$ cat src/rtl/sg_pkg.sv
package sg_pkg;
  typedef enum logic {
    GATE_OPEN   = 1'b0,
    GATE_LOCKED = 1'b1
  } gate_t;
endpackage

$ cat src/rtl/sg_amp_gate.sv
module sg_amp_gate
  import sg_pkg::*;
#(
  parameter int SPAN_W  = 10,
  parameter int LOE_LVL = 170,
  parameter int REL_LVL = 200
) (
  input  logic              clk,
  input  logic              rst,
  input  logic [SPAN_W-1:0] span,
  input  logic              span_vld,
  input  logic              relock,
  output logic              locked
);
  localparam logic [SPAN_W-1:0] LoeCmp = SPAN_W'(LOE_LVL);
  localparam logic [SPAN_W-1:0] RelCmp = SPAN_W'(REL_LVL);

  gate_t state_q, state_d;

  always_comb begin
    state_d = state_q;
    if (relock) begin
      state_d = GATE_LOCKED;
    end else if (span_vld) begin
      if (state_q == GATE_LOCKED && span > RelCmp) state_d = GATE_OPEN;
      else if (state_q == GATE_OPEN && span < LoeCmp) state_d = GATE_LOCKED;
    end
  end

  always_ff @(posedge clk) begin
    if (rst) state_q <= GATE_LOCKED;
    else     state_q <= state_d;
  end

  assign locked = (state_q == GATE_LOCKED);
endmodule

$ cat src/rtl/sg_watchdog.sv
module sg_watchdog #(
  parameter int WD_LIMIT = 65535
) (
  input  logic clk,
  input  logic rst,
  input  logic edge_pulse,
  input  logic tick,
  output logic fire,
  output logic recal
);
  localparam int CntW = (WD_LIMIT > 1) ? $clog2(WD_LIMIT) : 1;
  localparam logic [CntW-1:0] LastCnt = CntW'(WD_LIMIT - 1);

  logic [CntW-1:0] cnt_q;
  logic            recal_q;

  assign fire = tick && !edge_pulse && (cnt_q == LastCnt);

  always_ff @(posedge clk) begin
    if (rst) begin
      cnt_q   <= '0;
      recal_q <= 1'b0;
    end else begin
      recal_q <= fire;
      if (edge_pulse || fire) cnt_q <= '0;
      else if (tick)          cnt_q <= cnt_q + 1'b1;
    end
  end

  assign recal = recal_q;
endmodule

$ cat src/rtl/sg_out_stage.sv
module sg_out_stage (
  input  logic clk,
  input  logic rst,
  input  logic uv_flag,
  input  logic locked,
  output logic sw_en,
  output logic force_hi
);
  logic uv_q, en_q, force_q;

  always_ff @(posedge clk) begin
    if (rst) begin
      uv_q    <= 1'b0;
      en_q    <= 1'b0;
      force_q <= 1'b0;
    end else begin
      uv_q    <= uv_flag;
      force_q <= uv_q;
      en_q    <= !locked && !uv_q;
    end
  end

  assign sw_en    = en_q;
  assign force_hi = force_q;
endmodule

$ cat src/rtl/switch_guard.sv
module switch_guard #(
  parameter int SPAN_W   = 10,
  parameter int LOE_LVL  = 170,
  parameter int REL_LVL  = 200,
  parameter int WD_LIMIT = 65535
) (
  input  logic              clk,
  input  logic              rst,
  input  logic [SPAN_W-1:0] span,
  input  logic              span_vld,
  input  logic              uv_flag,
  input  logic              edge_pulse,
  input  logic              tick,
  output logic              sw_en,
  output logic              force_hi,
  output logic              recal
);
  logic wd_fire;
  logic gate_locked;

  sg_watchdog #(.WD_LIMIT(WD_LIMIT)) u_wd (
    .clk(clk), .rst(rst), .edge_pulse(edge_pulse), .tick(tick),
    .fire(wd_fire), .recal(recal)
  );

  sg_amp_gate #(.SPAN_W(SPAN_W), .LOE_LVL(LOE_LVL), .REL_LVL(REL_LVL)) u_gate (
    .clk(clk), .rst(rst), .span(span), .span_vld(span_vld),
    .relock(wd_fire), .locked(gate_locked)
  );

  sg_out_stage u_out (
    .clk(clk), .rst(rst), .uv_flag(uv_flag), .locked(gate_locked),
    .sw_en(sw_en), .force_hi(force_hi)
  );
endmodule

$ cat config.mk
export PLATFORM = sky130hd
export DESIGN_NAME = switch_guard
export DESIGN_NICKNAME = d
export VERILOG_FILES = /design/src/rtl/sg_pkg.sv /design/src/rtl/sg_amp_gate.sv /design/src/rtl/sg_watchdog.sv /design/src/rtl/sg_out_stage.sv /design/src/rtl/switch_guard.sv
export SDC_FILE = /design/constraint.sdc
export NUM_CORES = 1
export LEC_CHECK = 0
export BUFFER_PORTS_ARGS = -buffer_cell sky130_fd_sc_hd__buf_2
export CORE_MARGIN = 3
export CORE_UTILIZATION = 47
export CTS_BUF_LIST = sky130_fd_sc_hd__clkbuf_16
export DETAILED_ROUTE_END_ITERATION = 16
export GPL_TIMING_DRIVEN = 1
export PLACE_DENSITY = 0.72
export SETUP_SLACK_MARGIN = 0.4
export SLEW_MARGIN = 20
export SYNTH_ARGS = -nofsm -noshare
export SYNTH_HDL_FRONTEND = slang
export SYNTH_SLANG_ARGS = --single-unit
$ cat constraint.sdc
create_clock -name clk -period 1.6 [get_ports clk]
set_input_delay 0.32 -clock clk [delete_from_list [all_inputs] [get_ports clk]]
set_output_delay 0.32 -clock clk [all_outputs]
set_load 0.02 [all_outputs]
# Word level (Yosys, flattened, before mapping)
# Cells that the tools add are included.
[op_classes] addsub=1 magnitude_cmp=2 eq_ne=1 muxes=2 bitwise_logic=1 reduce_logical=13
[op_table] op="adder 16 x 1 -> 16 bit, second input constant" count=1
[op_table] op="== test 16 bit, second input constant" count=1
[op_table] op="greater-than comparator 10 x 8 -> 1 bit, second input constant" count=1
[op_table] op="< comparator 10 x 8 -> 1 bit, second input constant" count=1
[op_table] op="logical AND 1 bit" count=5
[op_table] op="OR reduction 2 bit" count=2
[op_table] op="logical NOT 1 bit" count=3
[op_table] op="2-to-1 mux 1 bit" count=2
[op_table] op="AND reduction 2 bit" count=1
[op_table] op="nonzero test 2 bit" count=1
[op_table] op="logical OR 1 bit" count=1
[op_table] op="inverter 1 bit" count=1
[totals] ff_bits=21 input_bits=16 out_inout_bits=3 elab_cells=26

# Longest topological paths before layout
[logic_depth] depth_word=5 ltp_mapped=7 ltp_nobuf=6

# Modules after synthesis
# A second synthesis with hierarchy kept.
[hier_totals] hier_cells=109 hier_area_um2=964.7
[modules_own_cells] mod="sg_watchdog" n_inst=1 cells_per_inst=91 area_per_inst_um2=782.0 seq_area_each_um2=340.3
[modules_own_cells] mod="sg_amp_gate" n_inst=1 cells_per_inst=12 area_per_inst_um2=100.1 seq_area_each_um2=20.0
[modules_own_cells] mod="sg_out_stage" n_inst=1 cells_per_inst=6 area_per_inst_um2=82.6 seq_area_each_um2=60.1

# Worst setup path before layout
# No wires, ideal clock.
[synth_timing] path_type="input port to flip-flop" from="input port tick" to="register u_wd.cnt_q[14]" setup_ns=0.115 t_arrival_ns=1.398 path_slack_ns=0.087 cell_stages=6 path_cell_list="clkbuf_8 nand4_4 or4_4 nand2_4 buf_8 nor2_1"
[synth_between] elab_chain_cells=4
[synth_lines] item="start, declared" line_no="switch_guard.sv:13" source="input logic tick,"
[synth_lines] item="logical AND 1 bit (2 in a row)" line_no="sg_watchdog.sv:17" source="assign fire = tick && !edge_pulse && (cnt_q == LastCnt);"
[synth_lines] item="logical OR 1 bit" line_no="sg_watchdog.sv:25" source="if (edge_pulse || fire) cnt_q <= '0;"
[synth_lines] item="OR reduction 2 bit (no source line)"
[synth_lines] item="end signal, assigned" line_no="sg_watchdog.sv:26" source="else if (tick) cnt_q <= cnt_q + 1'b1;"
[synth_lines] item="end, declared" line_no="sg_watchdog.sv:14" source="logic [CntW-1:0] cnt_q;"
# Parallel ways exist; a longest one is shown, timed or not.
# A chain may end at the register's enable or synchronous reset.

# Worst setup path in the final report
[layout_timing] from="register u_wd.cnt_q[0]" to="register u_wd.recal_q, in the netlist u_wd.recal"
[layout_between] elab_chain_cells=2
[layout_lines] item="== test 16 bit" line_no="sg_watchdog.sv:17"
[layout_lines] item="logical AND 1 bit" line_no="sg_watchdog.sv:17"
[layout_lines] item="end signal, assigned" line_no="sg_watchdog.sv:24" source="recal_q <= fire;"
[layout_lines] item="end, declared" line_no="sg_watchdog.sv:15" source="logic recal_q;"
# No other way between the ends.

==> flow_summary.yaml <==
outcome:
  outcome: "complete, no violations"
global_routing:
  antenna_found_initial: 0
  grt_pass1_wl_um: 3615
  met3_usage_pct: 4.373
  grt_use_met2_pct: 32.84
  top_usage_layer: "met2"
  grt_pass1_vias: 863
  met1_usage_pct: 20.04
  grt-ovfl-total: 0
  grt_max_degree: 12
  track_usage_pct: 18.24
yosys:
  syn_area_per_cell_um2: 9.211
  netlist_area_um2: 967.2
  yosysWarnings: 0
  netlist_instances: 105
  synthFlopType: "dfxtp_1"
  synth_commonest_cells: "dfxtp_1, nor2_1, xnor2_1"
  syn-num-nets: 123
  synth_top_area_share_pct: 43.47
  ys_ff_latch: 21
  synthArstFlopShare_pct: 0
  synthTopCellsByArea: "dfxtp_1, xnor2_1, nor2_1, xor2_1, nor3_1"
  synth_edf_count: 0
  synth-seq-area-share_pct: 43.47
  yosysTopAreaCell: "dfxtp_1"
  synth_cell_types: 24
detailed_routing:
  wl_per_cell_um: 13.67
  drtPass1Iterations: 4
  via_per_inst: 5.258
  drt-total-wl_um: 2174
  vias: 836
  ant_nets: 0
  drt_iter0_drc: 8
  drc: 0
setup_path:
  worstPathArrival_ns: 1.65
  critPathKind: "reg -> reg"
  path_max_fanout: 4
  cp.required_ns: 1.78
  worstSetupEndpointType: "flop"
  critPathLaunchType: "flop"
hold_path:
  hp-class: "in -> reg"
pwr:
  p_leak_nw: 0.4589
  power.density_nw_per_um2: 886.9
  peakVddDrop_mv: 0.5468
  p_total_mw: 1.129
floorplan:
  fp.dieH_um: 51.37
  row_count: 15
  start_util_pct: 52.59
  ios: 19
  die_area_um2: 2638
  die_w_um: 51.37
  core_um2: 1839
clock_tree:
  clk_latency_ns: 0.25
  numCtsBuffers: 3
  htree_levels: 1
  clockBufferDepth: 2
  clk_pin_slew_ns: 0.05
  cts_root_buf: "clkbuf_16"
  cts_sinks: 21
  cts_tree: "built"
sta:
  rsz0062_at_grt: "yes"
  holdWs_ns: 0.2817
  layout_min_cycle_time_ns: 1.472
  tightest_slew_ns: 0.5336
  hold_viol: 0
  setup_viol: 0
  period_share_pct: 91.99
  max_freq_ghz: 0.6794
  timing.slew.headroom_pct: 64.29
  maxSlewViolCount: 0
  timing.final.ws_setup_ns: 0.1281
  setup_tns_ns: 0
  fin_worst_skew_ns: 0.001965
cells_and_area:
  finalNetCount: 153
  syn_to_final_growth_pct: 31.57
  final_layout_size_suffix_gt1_share_pct: 41.04
  diodes: 0
placement:
  gp_congestion: 0.7791
  hpwl_um: 1422
  place_ws_ns: 0.06090
  io_buffers: 18
run:
  maxCapViolCount: 0
area by class of cell:
cell class / instances / area, µm²
clock buffer: 3 / 75.07
clock inverter: 1 / 3.754
fill: 159 / 566.8
inverter: 3 / 11.26
multi-input combinational: 80 / 563.0
sequential: 21 / 437.9
tap: 25 / 31.28
timing repair buffer: 26 / 150.1
critical path, stage by stage (launching register included):
cell     delay [ns]
dfxtp_4        0.35
inv_2          0.04
ha_2           0.15
nand4_1        0.08
or4_4          0.50
buf_4          0.17
nor3_2         0.10
through the flow:
| stage | cells | util, % | cell area (µm²) |
|---|---|---|---|
| 2_1_floorplan | 105 | - | 980.9 |
| 3_3_place_gp | 151 | 59.80 | 1100 |
| 3_5_place_dp | 151 | 59.80 | 1100 |
| 4_1_cts | 158 | 67.01 | 1232 |
| 5_1_grt | 159 | 69.18 | 1272 |
| 6_report | 159 | 69.18 | 1272 |
sequential cells by signal (all words and copies together), names as in the netlist:
signal,count
u_wd.cnt_q,16
u_gate.locked,1
u_out.force_hi,1
u_out.sw_en,1
u_out.uv_q,1
u_wd.recal,1
power breakdown:
group | leakage (nW) | switching (mW) | internal [mW] | total (mW)
Sequential | 0.175 | 0.00576 | 0.528 | 0.534
Clock | 0.0423 | 0.185 | 0.333 | 0.518
Combinational | 0.242 | 0.0417 | 0.0356 | 0.0774
repair_timing:
action                                  in CTS  in global routing
setup buffers                                2                  1
hold buffers                                 0                  0
cloned                                       1                  0
endpoints found under the setup margin      18                 18
resized for setup                           10                 12
cells in the final DEF (no fill, tap or decap):
cell type / instances
ha_2: 1
a211o_1: 1
o211ai_1: 3
nand3_1: 6
inv_2: 1
clkbuf_16: 3
nand4_4: 1
xnor2_1: 10
dfxtp_1: 13
nand3b_1: 1
a211oi_2: 1
and4_2: 1
inv_1: 3
nor4_1: 3
dfxtp_4: 3
nand4_1: 5
buf_4: 8
nand4_2: 1
a21oi_1: 2
nor2_2: 7
nand2_8: 1
nor4_2: 1
nor3_1: 6
dfxtp_2: 5
nor2b_1: 2
or4_4: 1
ha_1: 1
nor3_2: 1
nand2_1: 4
nand2_4: 1
buf_2: 18
xor2_1: 5
nor2_1: 14
per-layer routing:
metal | wire length (µm) | share of wire (%) | vias up
li1 | - | - | 429
met4 | 38 | 1.7 | 0
met5 | 0 | 0 | -
met2 | 1149 | 53 | 12
met1 | 917 | 42 | 390
met3 | 70 | 3.2 | 5
cells by family (layout without fill, tap and decap cells):
logic type	Yosys count	after routing	synth area share [%]
AOI/OAI and AO/OA	7	7	5.046
xor gates and xnor gates	15	15	13.58
adders and majority gates	2	2	2.587
buffers and inverters	5	33	4.139
DFF	21	21	43.47
and+or+nand+nor	55	56	31.18
worst paths after layout:
path                              startpoint                endpoint  slack [ns]  depth (start not counted)
setup / recovery  u_wd.cnt_q[0]$_SDFFE_PP0P_   u_wd.recal$_SDFF_PP0_        0.13                          6
hold / removal                    edge_pulse   u_wd.recal$_SDFF_PP0_        0.28                          2
setup reg to reg  u_wd.cnt_q[0]$_SDFFE_PP0P_   u_wd.recal$_SDFF_PP0_        0.13                          6
hold reg to reg        u_out.uv_q$_SDFF_PP0_  u_out.sw_en$_SDFF_PP0_        0.42                          1
Power figures use the tool's default switching activity.
